## src/rtl/hbsr_pkg.sv

```systemverilog
// Package: shared field positions of the half-bridge control word.
// Assumes the control word is at least 16 bits wide.
package hbsr_pkg;
    localparam int CLR_BIT    = 0;   // request to clear latched faults
    localparam int SW_BASE    = 1;   // first switch bit: low side of bridge 0
    localparam int OC_EN_BIT  = 13;  // overcurrent shutdown enable
    localparam int OV_EN_BIT  = 15;  // overvoltage lockout enable
    localparam int BITS_PER_BR = 2;  // low side, then high side
endpackage

```

## src/rtl/hbsr_sync.sv

```systemverilog
// Module: multi-bit level synchronizer for asynchronous serial pins.
// Each bit goes through its own chain of STAGES flops. Assumes STAGES >= 2
// and that each input is a slow, independent level.
module hbsr_sync #(
    parameter int                 STAGES    = 2,
    parameter int                 WIDTH     = 3,
    parameter logic [WIDTH-1:0]   RESET_VAL = '0
) (
    input  logic             clk,
    input  logic             rst_n,
    input  logic [WIDTH-1:0] din_i,
    output logic [WIDTH-1:0] level_o
);
    for (genvar g = 0; g < WIDTH; g++) begin : g_bit
        logic [STAGES-1:0] chain_q;
        // Shift the pin level through the synchronizer chain.
        always_ff @(posedge clk) begin
            if (!rst_n) chain_q <= {STAGES{RESET_VAL[g]}};
            else        chain_q <= {chain_q[STAGES-2:0], din_i[g]};
        end
        assign level_o[g] = chain_q[STAGES-1];
    end
endmodule

```

## src/rtl/hbsr_shifter.sv

```systemverilog
// Module: frame engine. Detects serial clock and select edges, loads the
// status snapshot, shifts data LSB first and counts falling edges.
// Assumes the inputs are already synchronized to clk and that the serial
// clock is idle low while select changes.
module hbsr_shifter #(
    parameter int FRAME_W = 16
) (
    input  logic               clk,
    input  logic               rst_n,
    input  logic               sck_s_i,
    input  logic               cs_n_s_i,
    input  logic               mosi_s_i,
    input  logic [FRAME_W-1:0] status_i,
    output logic               miso_o,
    output logic               miso_oe_o,
    output logic               frame_end_o,
    output logic               frame_ok_o,
    output logic [FRAME_W-1:0] frame_word_o
);
    localparam int CNT_W = (FRAME_W > 1) ? $clog2(FRAME_W) : 1;
    localparam logic [CNT_W-1:0] CNT_LAST = CNT_W'(FRAME_W - 1);

    logic               sck_d_q, cs_d_q;
    logic               sel_q, seen_q, miso_q;
    logic [CNT_W-1:0]   cnt_q;
    logic [FRAME_W-1:0] shreg_q;

    logic               sck_rise, sck_fall, cs_fall, cs_rise, shift_now;
    logic [CNT_W-1:0]   cnt_nxt;
    logic               seen_nxt;
    logic [FRAME_W-1:0] word_nxt;

    // Remember last synchronized levels for edge detection.
    always_ff @(posedge clk) begin
        if (!rst_n) begin
            sck_d_q <= 1'b0;
            cs_d_q  <= 1'b1;
        end else begin
            sck_d_q <= sck_s_i;
            cs_d_q  <= cs_n_s_i;
        end
    end

    // Edge events and the frame state after a possible shift this cycle.
    always_comb begin
        sck_rise  = sck_s_i & ~sck_d_q;
        sck_fall  = ~sck_s_i & sck_d_q;
        cs_fall   = ~cs_n_s_i & cs_d_q;
        cs_rise   = cs_n_s_i & ~cs_d_q;
        shift_now = sel_q & sck_fall;
        word_nxt  = shift_now ? {mosi_s_i, shreg_q[FRAME_W-1:1]} : shreg_q;
        seen_nxt  = seen_q | shift_now;
        if (shift_now) cnt_nxt = (cnt_q == CNT_LAST) ? '0 : cnt_q + 1'b1;
        else           cnt_nxt = cnt_q;
    end

    // Frame state: load on select fall, shift on clock edges, release on rise.
    always_ff @(posedge clk) begin
        if (!rst_n) begin
            sel_q   <= 1'b0;
            seen_q  <= 1'b0;
            cnt_q   <= '0;
            shreg_q <= '0;
            miso_q  <= 1'b0;
        end else if (cs_fall) begin
            sel_q   <= 1'b1;
            seen_q  <= 1'b0;
            cnt_q   <= '0;
            shreg_q <= status_i;
            miso_q  <= status_i[0];
        end else if (cs_rise) begin
            sel_q   <= 1'b0;
        end else begin
            shreg_q <= word_nxt;
            cnt_q   <= cnt_nxt;
            seen_q  <= seen_nxt;
            if (sel_q && sck_rise) miso_q <= shreg_q[0];
        end
    end

    assign miso_o       = miso_q;
    assign miso_oe_o    = sel_q;
    assign frame_end_o  = sel_q & cs_rise;
    assign frame_ok_o   = seen_nxt & (cnt_nxt == '0);
    assign frame_word_o = word_nxt;


    snapshot_bit0_chk: assert property (@(posedge clk) disable iff (!rst_n)
        cs_fall |=> (miso_oe_o && miso_o == $past(status_i[0])));

    sample_on_fall_chk: assert property (@(posedge clk) disable iff (!rst_n)
        (shift_now && !cs_rise) |=> shreg_q[FRAME_W-1] == $past(mosi_s_i));

    miso_hold_chk: assert property (@(posedge clk) disable iff (!rst_n)
        (!(sel_q && sck_rise) && !cs_fall) |=> $stable(miso_o));

    release_chk: assert property (@(posedge clk) disable iff (!rst_n)
        frame_end_o |=> !miso_oe_o);
endmodule

```

## src/rtl/hbsr_ctrl_latch.sv

```systemverilog
// Module: active control word. Commits a completed frame and decodes the
// word into per-bridge switch enables and protection enables.
// Assumes commit requests come from hbsr_shifter and the field positions
// from hbsr_pkg.
module hbsr_ctrl_latch
    import hbsr_pkg::*;
#(
    parameter int FRAME_W     = 16,
    parameter int NUM_BRIDGES = 3
) (
    input  logic                   clk,
    input  logic                   rst_n,
    input  logic                   frame_end_i,
    input  logic                   frame_ok_i,
    input  logic [FRAME_W-1:0]     frame_word_i,
    output logic [FRAME_W-1:0]     ctrl_word_o,
    output logic                   status_clr_o,
    output logic [NUM_BRIDGES-1:0] ls_on_o,
    output logic [NUM_BRIDGES-1:0] hs_on_o,
    output logic                   oc_shdn_en_o,
    output logic                   ov_lock_en_o
);
    logic [FRAME_W-1:0] ctrl_q;
    logic               clr_q;
    logic               commit;

    assign commit = frame_end_i & frame_ok_i;

    // Hold the active word; replace it only on a well-formed frame.
    always_ff @(posedge clk) begin
        if (!rst_n)      ctrl_q <= '0;
        else if (commit) ctrl_q <= frame_word_i;
    end

    // Single-cycle fault clear request for committed words with bit 0 set.
    always_ff @(posedge clk) begin
        if (!rst_n) clr_q <= 1'b0;
        else        clr_q <= commit & frame_word_i[CLR_BIT];
    end

    for (genvar b = 0; b < NUM_BRIDGES; b++) begin : g_bridge
        assign ls_on_o[b] = ctrl_q[SW_BASE + BITS_PER_BR*b];
        assign hs_on_o[b] = ctrl_q[SW_BASE + BITS_PER_BR*b + 1];
    end

    assign ctrl_word_o  = ctrl_q;
    assign status_clr_o = clr_q;
    assign oc_shdn_en_o = ctrl_q[OC_EN_BIT];
    assign ov_lock_en_o = ctrl_q[OV_EN_BIT];


    hold_word_chk: assert property (@(posedge clk) disable iff (!rst_n)
        !commit |=> $stable(ctrl_word_o));

    clr_single_chk: assert property (@(posedge clk) disable iff (!rst_n)
        status_clr_o |=> !status_clr_o);
endmodule

```

## src/rtl/hbridge_spi_regs.sv

```systemverilog
// Module: top of the half-bridge serial control and diagnosis register.
// Synchronizes the serial pins, runs the frame engine and holds the active
// control word. Assumes the system clock runs at least eight times faster
// than the serial clock. standby_i acts as a synchronous clear.
module hbridge_spi_regs #(
    parameter int FRAME_W     = 16,
    parameter int NUM_BRIDGES = 3,
    parameter int SYNC_STAGES = 2
) (
    input  logic                   clk,
    input  logic                   rst_n,
    input  logic                   standby_i,
    input  logic                   spi_sck_i,
    input  logic                   spi_cs_n_i,
    input  logic                   spi_mosi_i,
    output logic                   spi_miso_o,
    output logic                   spi_miso_oe_o,
    input  logic [FRAME_W-1:0]     status_i,
    output logic [FRAME_W-1:0]     ctrl_word_o,
    output logic                   status_clr_o,
    output logic [NUM_BRIDGES-1:0] ls_on_o,
    output logic [NUM_BRIDGES-1:0] hs_on_o,
    output logic                   oc_shdn_en_o,
    output logic                   ov_lock_en_o
);
    localparam int PIN_N = 3;
    localparam logic [PIN_N-1:0] PIN_RST = 3'b010;

    logic               blk_rst_n;
    logic [PIN_N-1:0]   pins_s;
    logic               frame_end, frame_ok;
    logic [FRAME_W-1:0] frame_word;

    assign blk_rst_n = rst_n & ~standby_i;

    hbsr_sync #(
        .STAGES    (SYNC_STAGES),
        .WIDTH     (PIN_N),
        .RESET_VAL (PIN_RST)
    ) sync_i (
        .clk     (clk),
        .rst_n   (rst_n),
        .din_i   ({spi_mosi_i, spi_cs_n_i, spi_sck_i}),
        .level_o (pins_s)
    );

    hbsr_shifter #(
        .FRAME_W (FRAME_W)
    ) shifter_i (
        .clk          (clk),
        .rst_n        (blk_rst_n),
        .sck_s_i      (pins_s[0]),
        .cs_n_s_i     (pins_s[1]),
        .mosi_s_i     (pins_s[2]),
        .status_i     (status_i),
        .miso_o       (spi_miso_o),
        .miso_oe_o    (spi_miso_oe_o),
        .frame_end_o  (frame_end),
        .frame_ok_o   (frame_ok),
        .frame_word_o (frame_word)
    );

    hbsr_ctrl_latch #(
        .FRAME_W     (FRAME_W),
        .NUM_BRIDGES (NUM_BRIDGES)
    ) latch_i (
        .clk          (clk),
        .rst_n        (blk_rst_n),
        .frame_end_i  (frame_end),
        .frame_ok_i   (frame_ok),
        .frame_word_i (frame_word),
        .ctrl_word_o  (ctrl_word_o),
        .status_clr_o (status_clr_o),
        .ls_on_o      (ls_on_o),
        .hs_on_o      (hs_on_o),
        .oc_shdn_en_o (oc_shdn_en_o),
        .ov_lock_en_o (ov_lock_en_o)
    );


    standby_clear_chk: assert property (@(posedge clk) disable iff (!rst_n)
        standby_i |=> (ctrl_word_o == '0 && !spi_miso_oe_o && !status_clr_o));
endmodule

```

## config.mk

```make
export PLATFORM = sky130hd
export DESIGN_NAME = hbridge_spi_regs
export DESIGN_NICKNAME = d
export VERILOG_FILES = /design/src/rtl/hbsr_pkg.sv /design/src/rtl/hbsr_sync.sv /design/src/rtl/hbsr_shifter.sv /design/src/rtl/hbsr_ctrl_latch.sv /design/src/rtl/hbridge_spi_regs.sv
export SDC_FILE = /design/constraint.sdc
export NUM_CORES = 1
export LEC_CHECK = 0
export ABC_AREA = 1
export BUFFER_PORTS_ARGS = -buffer_cell sky130_fd_sc_hd__clkbuf_2
export CAP_MARGIN = 20
export CORE_AREA = 2 2 93 95
export CTS_CLUSTER_DIAMETER = 80
export DETAILED_ROUTE_END_ITERATION = 10
export DIE_AREA = 0 0 95 97
export SLEW_MARGIN = 0
export SYNTH_ARGS = -nofsm -noshare
export SYNTH_HDL_FRONTEND = slang
export SYNTH_SLANG_ARGS = --single-unit
export TNS_END_PERCENT = 100
```

## constraint.sdc

```tcl
create_clock -name clk -period 1.6 [get_ports clk]
set_input_delay 0.16 -clock clk [delete_from_list [all_inputs] [get_ports clk]]
set_output_delay 0.16 -clock clk [all_outputs]
set_load 0.005 [all_outputs]
```

Word-level counts from Yosys, hierarchy flattened
Index checks and enable logic that the tools add are counted.
- output and inout bits: 27
- register bits after elaboration: 48
- logic and storage cells: 48
- bits of input ports: 22
- mux-type cells: 10
- bitwise logic cells: 17
- eq/ne operators: 2
- reductions and logical operators: 6
- add/subtract/negate cells: 1
- operators with widths (cell ; number):
    $mux W16 ; 3
    $and A1 B1 Y1 ; 10
    $mux W4 ; 2
    $not A1 Y1 ; 6
    $mux W1 ; 5
    $add A4 B1 Y4 const B ; 1
    $eq A4 B4 Y1 const B ; 1
    $logic_not A4 Y1 ; 1
    $reduce_bool A2 Y1 ; 2
    $ne A2 B1 Y1 const B ; 1
    $reduce_and A2 Y1 ; 1
    $reduce_or A2 Y1 ; 1
    $logic_and A1 B1 Y1 ; 1
    $or A1 B1 Y1 ; 1

Depth between registers and ports, before layout
- depth in word-level cells: 8
- mapped depth: 11

By module
From an unflattened synthesis, not the netlist that was laid out.
- cells, all modules: 346
- area total of the unflattened synthesis: 2372.3 sq um
- modules (own cells, without submodules) (module ; area an instance (sq um) ; seq. area each (sq um) ; times used ; cells an instance):
    hbsr_shifter ; 1423.9 ; 500.5 ; 1 ; 213
    hbsr_ctrl_latch ; 750.7 ; 340.3 ; 1 ; 110
    hbsr_sync ; 187.7 ; 120.1 ; 1 ; 21
    hbridge_spi_regs ; 10.0 ; 0.0 ; 1 ; 2

Worst setup path after synthesis
No wires, ideal clock.
- path type: register -> register
- start point: register sync_i.g_bit[1].chain_q[1]
- end point: register shifter_i.shreg_q[10]
- arrival time: 1.426 ns
- path slack: 0.046 ns
- library setup time: 0.128 ns
- path buffers: 2
- data required time: 1.472 ns
- stages on the path, launching flop included: 8
- path through: dfxtp_1 -> inv_1 -> ha_1 -> clkbuf_1 -> clkinv_1 -> clkbuf_1 -> o21ai_0 -> a21oi_1
- word-level cells in the longest chain between the ends: 3
- elaborated cells on any way between the ends: 5
- ends and longest elaborated chain (item ; line ; text):
    start: declaration ; hbsr_sync.sv:15 ; logic [STAGES-1:0] chain_q;
    start signal: assignment ; hbsr_sync.sv:18 ; if (!rst_n) chain_q <= {STAGES{RESET_VAL[g]}};
    start signal: assignment ; hbsr_sync.sv:19 ; else chain_q <= {chain_q[STAGES-2:0], din_i[g]};
    $not A1 Y1 (*) ; hbsr_shifter.sv:48 ; cs_fall = ~cs_n_s_i & cs_d_q;
    $and A1 B1 Y1 (*) ; hbsr_shifter.sv:48 ;
    via shifter_i.cs_fall ; hbsr_shifter.sv:28 ; logic sck_rise, sck_fall, cs_fall, cs_rise, shift_now;
    $ne A2 B1 Y1 (no source line) or $mux W16 (tied branches) ; -- ;
    end signal: assignment ; hbsr_shifter.sv:69 ; shreg_q <= status_i;
    end signal: assignment ; hbsr_shifter.sv:74 ; shreg_q <= word_nxt;
    end: declaration ; hbsr_shifter.sv:26 ; logic [FRAME_W-1:0] shreg_q;
Mark *: on every way through the listed nets, which the timed path passes. The rest lies on a longest branch.
A chain may end at the register's enable or synchronous reset.

Worst setup path after layout
- start point: register shifter_i.sel_q, in the netlist shifter_i.miso_oe_o
- end point: register latch_i.ctrl_q[0], in the netlist latch_i.ctrl_word_o[0]
- word-level cells in the longest chain between the ends: 5
- elaborated cells on any way between the ends: 8
- ends and longest elaborated chain (item ; line ; text):
    start: declaration ; hbsr_shifter.sv:24 ; logic sel_q, seen_q, miso_q;
    start signal: assignment ; hbsr_shifter.sv:60 ; sel_q <= 1'b0;
    start signal: assignment ; hbsr_shifter.sv:66 ; sel_q <= 1'b1;
    start signal: assignment ; hbsr_shifter.sv:72 ; sel_q <= 1'b0;
    $and A1 B1 Y1 ; hbsr_shifter.sv:50 ; shift_now = sel_q & sck_fall;
    $mux W4 ; hbsr_shifter.sv:53 ; if (shift_now) cnt_nxt = (cnt_q == CNT_LAST) ? '0 : cnt_q + 1'b1;
    $logic_not A4 Y1 ; hbsr_shifter.sv:84 ; assign frame_ok_o = seen_nxt & (cnt_nxt == '0);
    $and A1 B1 Y1 ; hbsr_shifter.sv:84 ;
    $and A1 B1 Y1 ; hbsr_ctrl_latch.sv:27 ; assign commit = frame_end_i & frame_ok_i;
    end signal: assignment ; hbsr_ctrl_latch.sv:32 ; else if (commit) ctrl_q <= frame_word_i;
    end: declaration ; hbsr_ctrl_latch.sv:23 ; logic [FRAME_W-1:0] ctrl_q;
Several ways; a longest one is shown, not always the timed one.

==> run metrics <==
part of the cycle the worst path needs 0.966; EDFF count, synth 0; count of buffers from port buffering 48; clock root cell clkbuf_8; initial antenna violation count 0; total iterations of the first detailed-routing run 4; standard cell core area roughly 0.008 mm^2; initial detailed-routing violation count 111; Total Power Consumption between 0.002 and 0.0025 W; Global Route Usage Sum 0.129; async set-reset flop share out of synthesis 0; sequence of cells on the critical path nand2_4 -> nor2_8 -> nand2_2 -> nand2_4 -> nand2_4 -> nor2_8 -> inv_4 -> nor2_8 -> buf_12 -> nand3_2 -> nand2_1; worst setup timing slack at the placement stage -0.0223 ns; Data arrival, critical path 1.79 ns; predominant post-synthesis flop cell dfxtp_1; met3 demand-to-capacity share in global routing 0.0249; internal power between 0.0015 and 0.002 W; sequential fraction of design power 0.546; Row Count 33; dominant cells by area after synthesis dfxtp_1, o21ai_0, nand2_1; final critical path time including I/O delays and setup 1.55 ns; path category of the worst min-delay check in2reg; most used routing layer met2; number of clock sinks 48; GRT met1 Usage 0.172; count of maximum capacitance violations 0; combinational share of power 0.068; number of fillers in the final layout 859; switching power as a share of total power 0.223; antenna viol nets, final 0; number of antenna cells inserted 0; clock slew seen by the registers of the worst setup and hold paths about 0.09 ns; commonest cells after routing, fill and taps aside nand2_1, clkbuf_2, o21ai_0; global-route congestion overflow total 0; type of element capturing the critical path register; count of cell types in the netlist 28; starting utilization of the core area 0.295; max_slew headroom 0.757; required time of the worst setup path roughly 1.9 ns; largest clock skew in the final design 0.00691 ns; Placer Congestion approximately 0.81; via count normalized by instance count roughly 4.6; result of the run completed; net switching power around 0.0005 W; area grow syn2layout 28.8%; total number of vias 2,193; vertical die dimension 97 um; Final #Nets 399; Cell Area, Synth between 0.002 and 0.0025 mm^2; Clock power frac 0.386; number of CTS-inserted buffers 5; TritonCTS clock tree built; final hold violations 0; sum of net half-perimeters after detailed placement 4150 um; count of final setup violators 0; clock latency on the worst-skew pair 0.30 ns; total of flip-flops plus latches after synthesis 48; via count of the first global-routing pass about 2,100; mean post-synth cell area roughly 7.6 um^2; post-route core utilization 0.380; largest area contributor in the synthesized netlist dfxtp_1; horizontal die dimension roughly 95 um; I/O pin cnt 49; number of DRC violations after detailed routing 0; Critical Path Max Stage Delay around 0.4 ns; unrepaired setup endpoints after global routing yes; proportion of netlist area held by the largest area contributor 0.400; Hold Worst Slack between 0.03 and 0.04 ns; power density relative to cell area around 720 mW/mm^2; number of nets in the synthesized netlist approximately 340; area of the die 0.00922 mm^2; start-to-end type of the worst setup path reg2reg; transition time at the pin with the least slew margin about 0.36 ns; slowest library cell on the worst path dfxtp_4; worst supply voltage drop on vdd 483 uV; layout cell share with drive strength beyond 1 0.372; Max Transition Viols Final 0; Final Worst Setup Slack ~0.055 ns; routing usage on met2 0.216; Synth warnings 0; CP Max Fanout 8; setup total negative slack 0 ns; leading cell type in the layout, fill and taps excluded nand2_1; hold bufs inserted after CTS 0; wire length after detailed routing a little under 6000 um; number of buffers on the longest clock path 2; first-pass GRT wire length 9720 um; static leakage power between 1 and 1.5 nW; part of the Yosys area used for sequential elements 0.400; number of H-tree levels 2; Routed wire per std cell 12.0 um; maximum operating frequency 647 MHz; largest net degree at the start of global routing 36; cell count after synthesis between 300 and 400; sort of element at the start of the critical path register
-- final timing paths --
kind	slack, ns	depth (start not counted)	to	startpoint
setup / recovery	0.05	11	latch_i.ctrl_word_o[0]	shifter_i.miso_oe_o
hold / removal	0.04	3	sync_i.g_bit[0].chain_q[0]	spi_sck_i
setup reg to reg	0.05	11	latch_i.ctrl_word_o[0]	shifter_i.miso_oe_o
hold reg to reg	0.42	2	sync_i.g_bit[0].chain_q[1]	sync_i.g_bit[0].chain_q[0]
-- kinds of logic (layout without fill, tap and decap cells) --
kind of cell,after synthesis,after routing,share of synthesized area
AOI/OAI and AO/OA,77,77,0.181
adders and majority gates,4,4,0.0208
buffers and inverters,56,115,0.110
DFF,48,48,0.400
and+or+nand+nor,130,130,0.289
-- cell usage after synthesis (all sizes together), types with 2 or more instances --
master  count
o211ai      2
dfxtp      48
a21oi      23
clkbuf     11
nor2       42
ha          4
buf        13
nand4      15
o211a       7
nand2      56
nand3       9
inv        31
o21ai      43
or2         8
-- registers in the layout, indices dropped and copies added (netlist names), 4 cells and up --
name	flops
sync_i.g_bit.chain_q	6
shifter_i.cnt_q	4
shifter_i.shreg_q	16
latch_i.ctrl_word_o	16
-- what timing repair did --
action | in CTS | in global routing
pin swaps | 1 | 21
setup buffers | 2 | 5
cloned | 0 | 1
endpoints found under the setup margin | 17 | 23
gates resized for setup | 0 | 27
-- metal layers --
layer | up-vias | wire [um]
met5 | - | 0
met4 | 0 | 34
met3 | 4 | 272
met2 | 56 | 2700
met1 | 990 | 2750
li1 | 1143 | -
-- stage by stage --
step	instance area [um^2]	instances
detailed placement	2790	463
finish	3090	479
floorplan	2400	315
CTS	2940	473
global placement	2790	463
global route	3090	479
-- critical path, delay by kind of cell, from the launching register on --
family,cells,cell delay (ns)
flip-flops,1,0.40
buffers and inverters,2,0.20
AND/OR/NAND/NOR,9,0.88
-- final cells by class --
cell class,count,area (um^2),share of cell area
Multi-Input combinational cell,211,1250,0.405
Sequential cell,48,973,0.315
Timing Repair Buffer,75,505,0.163
Tap cell,105,131,0.0425
Inverter,32,123,0.0396
Clock buffer,6,72.6,0.0235
Clock inverter,2,35.0,0.0113
-- power groups by stage --
stage / clock network, W / registers [W] / logic (W)
after floorplan: 0 / 0.00125 / 0.0000893
after global placement: 0 / 0.00125 / 0.000148
after detailed placement: 0 / 0.00125 / 0.000150
after CTS: 0.000889 / 0.00122 / 0.000151
after global routing: 0.000935 / 0.00122 / 0.000175
final: 0.000863 / 0.00122 / 0.000151
No activity file was read; power rests on OpenSTA's default activity.
